File: src/rtl/nopseq_pkg.sv
package nopseq_pkg;

  localparam int OP_W  = 8;
  localparam int CYC_W = 4;

  typedef struct packed {
    logic             valid;
    logic [CYC_W-1:0] bytes;
    logic [CYC_W-1:0] cycles;
    logic             dummyRd;
  } nopInfo_t;

  typedef struct packed {
    logic capLo;
    logic capHi;
    logic rdEn;
  } dpStrobe_t;

  function automatic nopInfo_t mkInfo(input int b, input int c, input logic d);
    nopInfo_t r;
    r.valid   = 1'b1;
    r.bytes   = CYC_W'(b);
    r.cycles  = CYC_W'(c);
    r.dummyRd = d;
    return r;
  endfunction

  function automatic nopInfo_t classifyOp(input logic [OP_W-1:0] op);
    nopInfo_t r;
    logic [3:0] hiN;
    logic [3:0] loN;
    r   = '0;
    hiN = op[7:4];
    loN = op[3:0];
    case (loN)
      4'h2: if (!hiN[0] && hiN != 4'hA) r = mkInfo(2, 2, 1'b0);
      4'h3: r = mkInfo(1, 1, 1'b0);
      4'h4: begin
        if (op == 8'h44) r = mkInfo(2, 3, 1'b0);
        else if (op == 8'h54 || op == 8'hD4 || op == 8'hF4) r = mkInfo(2, 4, 1'b0);
      end
      4'hB: if (hiN != 4'hC && hiN != 4'hD) r = mkInfo(1, 1, 1'b0);
      4'hC: begin
        if (op == 8'h5C) r = mkInfo(3, 8, 1'b0);
        else if (op == 8'hDC || op == 8'hFC) r = mkInfo(3, 4, 1'b1);
      end
      default: r = '0;
    endcase
    return r;
  endfunction

endpackage

File: src/rtl/nop_ctrl.sv
module nop_ctrl
  import nopseq_pkg::*;
#(
  parameter int CNT_W = CYC_W
) (
  input  logic            clk,
  input  logic            rstN,
  input  logic            opValid,
  input  logic [OP_W-1:0] opByte,
  output logic            claim,
  output logic            pcInc,
  output logic            done,
  output dpStrobe_t       strb
);

  localparam logic [CNT_W-1:0] ONE   = CNT_W'(1);
  localparam logic [CNT_W-1:0] SECND = CNT_W'(2);
  localparam logic [CNT_W-1:0] THIRD = CNT_W'(3);

  nopInfo_t info;
  assign info = classifyOp(opByte);

  logic             busy;
  logic [CNT_W-1:0] step;
  logic [CNT_W-1:0] lenB;
  logic [CNT_W-1:0] lenC;
  logic             dumR;

  always_comb begin
    claim = opValid && info.valid && !busy;
    pcInc = 1'b0;
    done  = 1'b0;
    strb  = '0;
    if (busy) begin
      pcInc      = (step <= lenB);
      done       = (step == lenC);
      strb.capLo = dumR && (step == SECND);
      strb.capHi = dumR && (step == THIRD);
      strb.rdEn  = dumR && (step == lenC);
    end else if (claim) begin
      pcInc = 1'b1;
      done  = (CNT_W'(info.cycles) == ONE);
    end
  end

  always_ff @(posedge clk) begin
    if (!rstN) begin
      busy <= 1'b0;
      step <= '0;
      lenB <= '0;
      lenC <= '0;
      dumR <= 1'b0;
    end else if (busy) begin
      if (done) busy <= 1'b0;
      else      step <= step + ONE;
    end else if (claim && !done) begin
      busy <= 1'b1;
      step <= SECND;
      lenB <= CNT_W'(info.bytes);
      lenC <= CNT_W'(info.cycles);
      dumR <= info.dummyRd;
    end
  end

endmodule

File: src/rtl/nop_dp.sv
module nop_dp
  import nopseq_pkg::*;
#(
  parameter int DATA_W = OP_W,
  localparam int ADDR_W = 2 * DATA_W
) (
  input  logic              clk,
  input  logic              rstN,
  input  logic [DATA_W-1:0] fetchByte,
  input  dpStrobe_t         strb,
  output logic              memRd,
  output logic [ADDR_W-1:0] memAddr
);

  logic [DATA_W-1:0] loB;
  logic [DATA_W-1:0] hiB;

  always_ff @(posedge clk) begin
    if (!rstN) begin
      loB <= '0;
      hiB <= '0;
    end else begin
      if (strb.capLo) loB <= fetchByte;
      if (strb.capHi) hiB <= fetchByte;
    end
  end

  assign memRd   = strb.rdEn;
  assign memAddr = strb.rdEn ? {hiB, loB} : '0;

endmodule

File: src/rtl/nop_seq.sv
module nop_seq
  import nopseq_pkg::*;
#(
  parameter int DATA_W = 8,
  localparam int ADDR_W = 2 * DATA_W
) (
  input  logic              clk,
  input  logic              rstN,
  input  logic              opValid,
  input  logic [7:0]        opByte,
  input  logic [DATA_W-1:0] fetchByte,
  output logic              claim,
  output logic              pcInc,
  output logic              done,
  output logic              memRd,
  output logic [ADDR_W-1:0] memAddr
);

  dpStrobe_t strb;

  nop_ctrl #(.CNT_W(CYC_W)) u_ctrl (
    .clk    (clk),
    .rstN   (rstN),
    .opValid(opValid),
    .opByte (opByte),
    .claim  (claim),
    .pcInc  (pcInc),
    .done   (done),
    .strb   (strb)
  );

  nop_dp #(.DATA_W(DATA_W)) u_dp (
    .clk      (clk),
    .rstN     (rstN),
    .fetchByte(fetchByte),
    .strb     (strb),
    .memRd    (memRd),
    .memAddr  (memAddr)
  );

endmodule

File: config.mk
export PLATFORM = sky130hd
export DESIGN_NAME = nop_seq
export DESIGN_NICKNAME = d
export VERILOG_FILES = /design/src/rtl/nopseq_pkg.sv /design/src/rtl/nop_ctrl.sv /design/src/rtl/nop_dp.sv /design/src/rtl/nop_seq.sv
export SDC_FILE = /design/constraint.sdc
export NUM_CORES = 1
export LEC_CHECK = 0
export ABC_AREA = 1
export BUFFER_PORTS_ARGS = -buffer_cell sky130_fd_sc_hd__clkbuf_2
export CORE_ASPECT_RATIO = 0.8
export CORE_MARGIN = 1
export CORE_UTILIZATION = 32
export CTS_CLUSTER_SIZE = 14
export DETAILED_ROUTE_END_ITERATION = 12
export HOLD_SLACK_MARGIN = 0.1
export PLACE_DENSITY = 0.49
export SKIP_LAST_GASP = 1
export SLEW_MARGIN = 5
export SYNTH_ARGS = -nofsm -noshare
export SYNTH_HDL_FRONTEND = slang
export SYNTH_SLANG_ARGS = --single-unit
export TNS_END_PERCENT = 20
File: constraint.sdc
create_clock -name clk -period 3.9 [get_ports clk]
set_input_delay 0.39 -clock clk [delete_from_list [all_inputs] [get_ports clk]]
set_output_delay 0.39 -clock clk [all_outputs]
set_load 0.01 [all_outputs]
==> impl_metrics.yaml, run 1 <==
outcome:
  status: "complete, no violations"
sta:
  finalHoldViolations: 0
  setup-tns-final_ns: 0
  max_slew_margin_pct: 59.07
  setup_viol: 0
  fmax_ghz: 0.4599
  drv_slew: 0
  whs_ns: 0.4089
  fin_crit_ns: 2.174
  worst_pin_slew_ns: 0.6121
  rsz0062_at_grt: "false"
  fin_worst_skew_ns: 0.008697
  period_share_pct: 55.75
critical_path:
  path_class: "reg -> out"
  r2r_start: "u_ctrl.step[1]"
  critPathCaptureType: "primary output"
  cp-startpoint: "u_ctrl.step[1]"
  cp.required_ns: 3.51
  startpoint_type: "flop"
  critPathArrivalTime_ns: 1.78
  critPathMaxFanout: 16
synth:
  synth_area_leaders: "dfxtp_1 (37%), a21oi_1 (8.3%), nor2_1 (8.2%)"
  synth.top_cell.area_share_pct: 37.27
  yosys_warnings: 0
  netlist_area_sq_um: 1504
  seq_area_frac_synth_pct: 37.27
  synth_nets: 238
  syn-instance-count: 215
  syn_avg_cell_area_sq_um: 6.995
  ys_seq_elements: 28
  synth_cell_types: 27
  synth_area_leader_cell: "dfxtp_1"
clocking:
  path_clk_slew_ns: 0.10
  cts_resized: 0
  insertion_delay_ns: 0.27
  cts_buffers: 3
  max-clock-path-buffers: 2
  hold_buffers: 0
  clock_sinks: 28
  cts_tree: "built"
  cts_root_buffer: "clkbuf_8"
  postCtsSetupBuffers: 0
  h-tree-depth: 1
grt:
  grt.total_usage_pct: 15.50
  grt_pass1_wl_microns: 6065
  grt_max_degree: 21
  antenna_found_initial: 0
  gr-total-overflow: 0
  grt_pass1_vias: 1309
floorplan:
  ioPinCount: 39
  die_x_microns: 78.65
  die-area_sq_um: 4980
  initial_core_util_pct: 34.69
  rows: 21
  die_h_microns: 63.32
  core_sq_um: 4335
layout:
  final_nets: 275
  diodes: 0
  area_growth_pct: 18.39
  fill_cells: 504
  multi_input_area_sq_um: 772.0
  drive_gt1_share_pct: 24.70
  register_area_sq_um: 560.5
route:
  wl_per_cell_microns: 11.08
  drc: 0
  drt_iter0_markers: 82
  vias: 1397
  ant_nets: 0
  firstDrtPassIters: 4
  wirelength_microns: 3412
  avgViaCountPerCell: 4.536
power:
  total_power_mw: 0.5108
  worst_ir_drop_vdd_mv: 0.1270
  p_per_area_nw_per_um2: 286.9
  p_leak_nw: 0.7538
hold_path:
  hp-start: "fetchByte[5]"
  hold_path.class: "in -> reg"
placement:
  gp_congestion: 0.8105
  numPortBuffers: 38
  dpl.hpwl_microns: 2686
flow_run:
  max_cap_viol_count: 0
==> cell usage after synthesis (all sizes together) <==
master / n
dfxtp: 28
clkbuf: 1
ha: 4
inv: 34
o211ai: 1
nand3: 14
nor2: 41
xor2: 1
o22ai: 1
xnor2: 5
nand3b: 1
buf: 5
o21ai: 20
nor3: 1
o21bai: 1
clkinv: 1
nand2: 26
nand4: 3
a21oi: 27
==> critical path, cell delays in order (launching register included) <==
cell      delay (ns)
dfxtp_1         0.46
xnor2_1         0.17
nand4_1         0.21
nor2_1          0.24
inv_2           0.16
nor2_1          0.12
clkbuf_2        0.14
==> stage by stage <==
step / util [%] / worst slack [ns] / instance area, sq um / std cells
2_1_floorplan: - / 2.156 / 1504 / 215
3_3_place_gp: 39.80 / 1.975 / 1725 / 304
3_5_place_dp: 39.80 / 2.012 / 1725 / 304
4_1_cts: 41.07 / 1.691 / 1780 / 308
5_1_grt: 41.07 / 1.525 / 1780 / 308
6_report: 41.07 / 1.726 / 1780 / 308
==> final timing paths <==
path,end,slack [ns],depth (start not counted)
max,memAddr[3],1.73,6
min,u_dp.loB[5],0.41,3
max reg2reg,u_dp.hiB[0],2.14,4
min reg2reg,u_dp.hiB[2],0.46,2
==> where the power goes <==
part / internal (mW) / leakage [nW] / total, mW / switching (mW)
Combinational: 0.0173 / 0.500 / 0.0473 / 0.0300
Clock: 0.0902 / 0.0288 / 0.176 / 0.0853
Sequential: 0.287 / 0.226 / 0.288 / 0.00128
Total: 0.394 / 0.754 / 0.511 / 0.117
==> logic make-up (layout without fill, tap and decap cells) <==
logic type | count (synthesis) | count (layout) | synth area share (%)
AOI/OAI and AO/OA | 50 | 50 | 17.56
xor gates and xnor gates | 6 | 6 | 3.494
adders and majority gates | 4 | 4 | 3.328
buffers and inverters | 41 | 77 | 11.40
DFF | 28 | 28 | 37.27
and+or+nand+nor | 86 | 86 | 26.96
==> flip-flops by register name, indices dropped and copies added, names as in the netlist <==
| signal | flops |
|---|---|
| u_dp.loB | 8 |
| u_dp.hiB | 8 |
| u_ctrl.step | 4 |
| u_ctrl.lenC | 4 |
| u_ctrl.busy | 1 |
| u_ctrl.lenB | 2 |
| u_ctrl.dumR | 1 |
==> per-layer routing <==
| layer | wire length, microns | track usage [%] |
|---|---|---|
| met1 | 1935 | 23.59 |
| met2 | 1323 | 22.28 |
| met3 | 144 | 3.623 |
| met4 | 8 | 2.083 |
| met5 | 0 | 0 |
==> placed cells by master (no fill, tap or decap) <==
cell type,n
a21oi_1,25
nor2_2,7
o21ai_0,20
nand2_2,3
xor2_1,1
o22ai_1,1
ha_1,4
clkinv_1,1
nor2_1,33
nand4_1,3
nand2_1,23
nand3_1,10
inv_1,31
nand3_2,4
dfxtp_1,28
clkbuf_8,4
o211ai_1,1
nor2_4,1
clkbuf_2,38
a21oi_2,2
o21bai_1,1
nand3b_1,1
xnor2_1,5
nor3_1,1
inv_2,3
==> cell type report <==
| type | instances | share of cell area (%) |
|---|---|---|
| inverter | 35 | 7.379 |
| timing repair buffer | 38 | 10.68 |
| multi-input combinational | 146 | 43.36 |
| clock buffer | 4 | 3.092 |
| sequential | 28 | 31.48 |
| tap | 57 | 4.006 |
Note: power is estimated with default switching activity, not from simulation.
==> inputs of run 2 (changes only) <==
Settings changed: ABC_AREA 1 to 0, PLACE_DENSITY 0.49 to 0.51.
Clock period 3.9 ns to 1.85 ns, I/O delays scaled along.
==> impl_metrics.yaml, run 2 <==
outcome:
  status: "complete, no violations"
layout:
  final_common_cell: "clkbuf_2"
  final_nets: 239
  fill_cells: 438
  top_regs: "u_dp.hiB: 8 flops, u_dp.loB: 8 flops"
  layout_common_cells: "clkbuf_2 (36), dfxtp_1 (22), mux2i_1 (21), nor2_1 (19), and2_1 (17)"
  utilization_pct: 44.79
  stdcell_area_sq_um: 1942
  area_growth_pct: 30.20
  drive_gt1_share_pct: 32.56
  diodes: 0
hold_path:
  hold_path.class: "in -> reg"
synth:
  synth_ff_type: "dfxtp_1"
  synth_cell_types: 43
  synthTopCellsByCount: "dfxtp_1 (28), mux2i_1 (21), nor2_1 (19)"
  netlist_area_sq_um: 1491
  synth_edf_count: 0
  async_flop_share_pct: 0
  synth_nets: 191
  yosys_warnings: 0
  syn_avg_cell_area_sq_um: 8.878
  synth.top_cell.area_share_pct: 37.58
  synth_area_leader_cell: "dfxtp_1"
  syn-instance-count: 168
  ys_seq_elements: 28
  synth_area_leaders: "dfxtp_1 (38%), mux2i_1 (14%), and2_1 (7.1%)"
  seq_area_frac_synth_pct: 37.58
  synth_most_common_cell: "dfxtp_1"
placement:
  gp_congestion: 0.9174
  numPortBuffers: 38
  place_area_sq_um: 1797
  dpl.hpwl_microns: 2626
critical_path:
  cpPeakStageDelay_ns: 0.37
  endpoint: "memAddr[8]"
  cp-startpoint: "u_ctrl.step[3]"
  startpoint_type: "flop"
  crit_slowest_cell: "dfxtp_4"
  r2r_start: "u_ctrl.step[1]"
  worstPathCellList: "xnor2_2 -> and4_4 -> and3_4 -> buf_12 -> and2_1 -> clkbuf_2"
  reg2reg_slack_ns: 0.33
  path_class: "reg -> out"
  critPathMaxFanout: 17
  timing.critical_path.buf_inv: 2
  critical_path_depth: 6
  path_delay_family: "simple AND/OR/NAND/NOR gates"
  reg2regPathDepth: 6
  critPathCaptureType: "primary output"
  r2r-end: "u_ctrl.step[2]"
  cp.required_ns: 1.66
  critPathArrivalTime_ns: 1.63
route:
  ant_nets: 0
  top_layer: "met4"
  vias: 1320
  firstDrtPassIters: 4
  drc: 0
  wl_per_cell_microns: 12.58
  avgViaCountPerCell: 4.853
  dr_wl_met3_microns: 149
  wirelength_microns: 3422
  route.met2.wl_microns: 1604
  met1Wirelength_microns: 1651
  drt_iter0_markers: 84
sta:
  max_slew_margin_pct: 71.20
  setup_viol: 0
  drv_slew: 0
  period_share_pct: 97.94
  finalHoldViolations: 0
  worst_pin_slew_ns: 0.4264
  fin_crit_ns: 1.812
  fmax_ghz: 0.5519
  fin_worst_skew_ns: 0.001810
  setup-tns-final_ns: 0
  rsz0062_at_grt: "true"
floorplan:
  ioPinCount: 39
  initial_core_util_pct: 34.40
  die_h_microns: 63.06
  rows: 21
  die_x_microns: 78.33
  core_sq_um: 4335
  die-area_sq_um: 4939
clocking:
  h-tree-depth: 1
  hold_buffers: 0
  cts_tree: "built"
  cts_root_buffer: "clkbuf_8"
  clock_sinks: 28
  cts_buffers: 3
  path_clk_slew_ns: 0.09
  max-clock-path-buffers: 2
  insertion_delay_ns: 0.27
grt:
  grt_pass1_wl_microns: 5947
  gr-total-overflow: 0
  grt_pass1_vias: 1289
  grt_max_degree: 19
  antenna_found_initial: 0
  grt.total_usage_pct: 15.24
power:
  p_per_area_nw_per_um2: 594.9
  worst_ir_drop_vdd_mv: 0.3124
  p_leak_nw: 0.9065
  total_power_mw: 1.155
flow_run:
  max_cap_viol_count: 0
## run 2: cell types whose count changed in the layout (fill, tap and decap cells not counted), sizes merged, moves of 9 or more
cell	before	now
mux2i	0	21
buf	0	14
o21ai	20	4
a21oi	27	2
inv	34	4
nand2	26	12
and2	0	17
nor2	41	19
nand3	14	5
## run 2: timing repair
item / CTS / global route
pin swaps: 2 / 4
gates resized for setup: 6 / 12
hold endpoints to repair: 0 / 0
buffers inserted: 2 / 1
setup endpoints to repair: 17 / 17
## run 2: area by class of cell
class	instances	area (sq um)	area share (%)
Clock buffer	3	41.29	2.126
Sequential cell	28	575.6	29.64
Tap cell	57	71.32	3.673
Timing Repair Buffer	50	299.0	15.40
Clock inverter	1	30.03	1.546
Inverter	5	18.77	0.9665
Multi-Input combinational cell	128	905.9	46.65
## run 2: worst min-delay path, cell delays in order
cell and delay (ns):
clkbuf_2 0.08, mux2i_1 0.05, nor2_1 0.07
## run 2: how the worst min path moves through the flow
| stage | start | to | slack [ns] | depth (start not counted) |
|---|---|---|---|---|
| 3_3_place_gp | fetchByte[6] | u_dp.loB[6] | 0.43 | 3 |
| 2_1_floorplan | fetchByte[0] | u_dp.hiB[0] | 0.33 | 2 |
| 4_1_cts | fetchByte[6] | u_dp.loB[6] | 0.15 | 3 |
| 5_1_grt | fetchByte[7] | u_dp.hiB[7] | 0.15 | 3 |
| 3_5_place_dp | fetchByte[6] | u_dp.loB[6] | 0.44 | 3 |
| 6_report | fetchByte[6] | u_dp.loB[6] | 0.15 | 3 |
## run 2: logic make-up (layout without fill, tap and decap cells)
group / Yosys count / in the layout / share of synthesized area (%)
AOI/OAI and AO/OA: 18 / 18 / 8.474
adders and majority gates: 4 / 4 / 3.356
muxes: 22 / 22 / 14.85
and+or+nand+nor: 79 / 79 / 29.11
DFF: 28 / 28 / 37.58
buffers and inverters: 12 / 59 / 3.690
xor gates and xnor gates: 5 / 5 / 2.936
## run 2: metal layers
metal,global-route usage [%],up-vias
met2,24.89,24
li1,-,667
met5,0,-
met4,3.472,0
met1,20.18,627
met3,3.768,2
## run 2: report_power, final
group	switching [mW]	internal (mW)
Sequential	0.000373	0.598
Clock	0.185	0.290
Combinational	0.0445	0.0374
Total	0.230	0.925
## run 2: metrics by stage
| step | hold slack (ns) | setup WS, ns | std cells |
|---|---|---|---|
| 6_report | 0.1500 | 0.03815 | 272 |
| 5_1_grt | 0.1464 | -0.04700 | 272 |
| 3_5_place_dp | 0.4403 | 0.1923 | 265 |
| 4_1_cts | 0.1480 | 0.003958 | 271 |
| 3_3_place_gp | 0.4335 | 0.1864 | 265 |
| 2_1_floorplan | 0.3289 | 0.2546 | 168 |
==> inputs of run 3 (changes only) <==
Settings changed: CAP_MARGIN set to 10, PLACE_DENSITY 0.51 to 0.49.
Clock period 1.85 ns to 1.81 ns, I/O delays scaled along.
==> impl_metrics.yaml, run 3 (synthesis results as in run 2) <==
outcome:
  status: "complete, no violations"
sta:
  rsz0062_at_grt: "true"
  drv_slew: 0
  fin_crit_ns: 1.782
  fin_worst_skew_ns: 0.002275
  max_slew_margin_pct: 69.87
  period_share_pct: 98.44
  setup_viol: 0
  fmax_ghz: 0.5613
  finalHoldViolations: 0
  worst_pin_slew_ns: 0.4460
route:
  firstDrtPassIters: 4
  drc: 0
  vias: 1323
  avgViaCountPerCell: 4.882
  wl_per_cell_microns: 12.52
  ant_nets: 0
  wirelength_microns: 3393
  drt_iter0_markers: 113
clocking:
  cts_root_buffer: "clkbuf_8"
  insertion_delay_ns: 0.27
  hold_buffers: 0
  path_clk_slew_ns: 0.09
  h-tree-depth: 1
  cts_buffers: 3
  cts_tree: "built"
  max-clock-path-buffers: 2
  clock_sinks: 28
floorplan:
  core_sq_um: 4335
  die-area_sq_um: 4939
  initial_core_util_pct: 34.40
  rows: 21
  die_h_microns: 63.06
  ioPinCount: 39
  die_x_microns: 78.33
power:
  p_switching_mw: 0.2233
  clock_power_share_pct: 32.0
  worst_ir_drop_vdd_mv: 0.3763
  p_sw_share_pct: 21.86
  p_per_area_nw_per_um2: 533.7
  p_int_mw: 0.7978
  p_leak_nw: 0.8891
  pwr-share-seq_pct: 59.9
  comb_power_share_pct: 8.0
layout:
  final_common_cell: "clkbuf_2"
  area_growth_pct: 28.27
  instances_no_fill: 271
  drive_gt1_share_pct: 33.18
  final_nets: 239
  layout_common_cells: "clkbuf_2 (38), mux2i_1 (21), dfxtp_1 (20), nor2_1 (19), and2_1 (17)"
  top_regs: "u_dp.hiB: 8 flops, u_dp.loB: 8 flops"
  stdcell_area_sq_um: 1913
  diodes: 0
placement:
  place_area_sq_um: 1797
  gp_congestion: 0.9223
  dp_cells: 265
  numPortBuffers: 38
  dpl.hpwl_microns: 2564
flow_run:
  max_cap_viol_count: 0
grt:
  antenna_found_initial: 0
  grt_pass1_vias: 1344
  grt_max_degree: 19
  grt.total_usage_pct: 15.38
  gr-total-overflow: 0
  grt_pass1_wl_microns: 6037
critical_path:
  path_delay_family: "simple AND/OR/NAND/NOR gates"
  timing.critical_path.buf_inv: 2
  critPathArrivalTime_ns: 1.60
  path_class: "reg -> out"
  cpPeakStageDelay_ns: 0.36
  cp.required_ns: 1.63
  startpoint_type: "flop"
  critPathMaxFanout: 17
  crit_slowest_cell: "dfxtp_2"
  worstPathCellList: "xnor2_2 -> and4_1 -> and3_4 -> buf_12 -> and2_1 -> clkbuf_2"
  critPathCaptureType: "primary output"
hold_path:
  hold_path.class: "in -> reg"
run 3: what timing repair did:
item	4_1_cts	5_1_grt
resized for setup	11	5
endpoints found under the setup margin	19	17
buffers inserted	2	1
pin swaps	3	2
run 3: worst reg2reg max path: stages, from the launching register on:
cell and delay, ns:
dfxtp_4 0.37, xnor2_2 0.13, a41oi_1 0.42, nand2_1 0.13, xor2_1 0.16, nor3_1 0.12
run 3: layout make-up:
type / instances / area (sq um)
clock buffer: 3 / 41.29
fill: 441 / 2422
inverter: 5 / 18.77
multi-input combinational: 128 / 910.9
sequential: 28 / 578.1
tap: 57 / 71.32
timing repair buffer: 50 / 292.8
run 3: path summary, 6_finish.rpt:
check        slack (ns)        endpoint  depth (start not counted)           start
max reg2reg        0.39  u_ctrl.step[2]                          5  u_ctrl.step[1]
min                0.16     u_dp.hiB[5]                          3    fetchByte[5]
max                0.03      memAddr[0]                          6  u_ctrl.step[3]
min reg2reg        0.48  u_ctrl.lenB[1]                          1  u_ctrl.lenB[1]
run 3: power by group through the flow:
| stage | Combinational [mW] | Sequential, mW | Clock, mW |
|---|---|---|---|
| final | 0.0822 | 0.612 | 0.327 |
| after global routing | 0.0924 | 0.612 | 0.365 |
| after CTS | 0.0821 | 0.614 | 0.347 |
| after detailed placement | 0.0810 | 0.631 | 0 |
| after global placement | 0.0806 | 0.631 | 0 |
| after floorplan | 0.0411 | 0.631 | 0 |
run 3: layer usage:
layer / GRT usage (%) / routed length [microns] / vias up
met5: 0 / 0 / -
met4: 2.778 / 18 / 0
met3: 3.188 / 153 / 2
met2: 25.00 / 1520 / 25
met1: 21.10 / 1701 / 621
li1: - / - / 675
run 3: through the flow:
stage / hold slack (ns) / setup WS [ns] / util, % / total power [mW] / setup TNS (ns)
after floorplan: 0.3249 / 0.2186 / - / 0.6717 / 0
after global placement: 0.4275 / 0.1781 / 41.44 / 0.7114 / 0
after detailed placement: 0.4422 / 0.1312 / 41.44 / 0.7119 / 0
after CTS: 0.1567 / 0.0006443 / 43.78 / 1.043 / 0
after global routing: 0.1718 / -0.07493 / 44.13 / 1.069 / -0.9678
final: 0.1606 / 0.02831 / 44.13 / 1.021 / 0
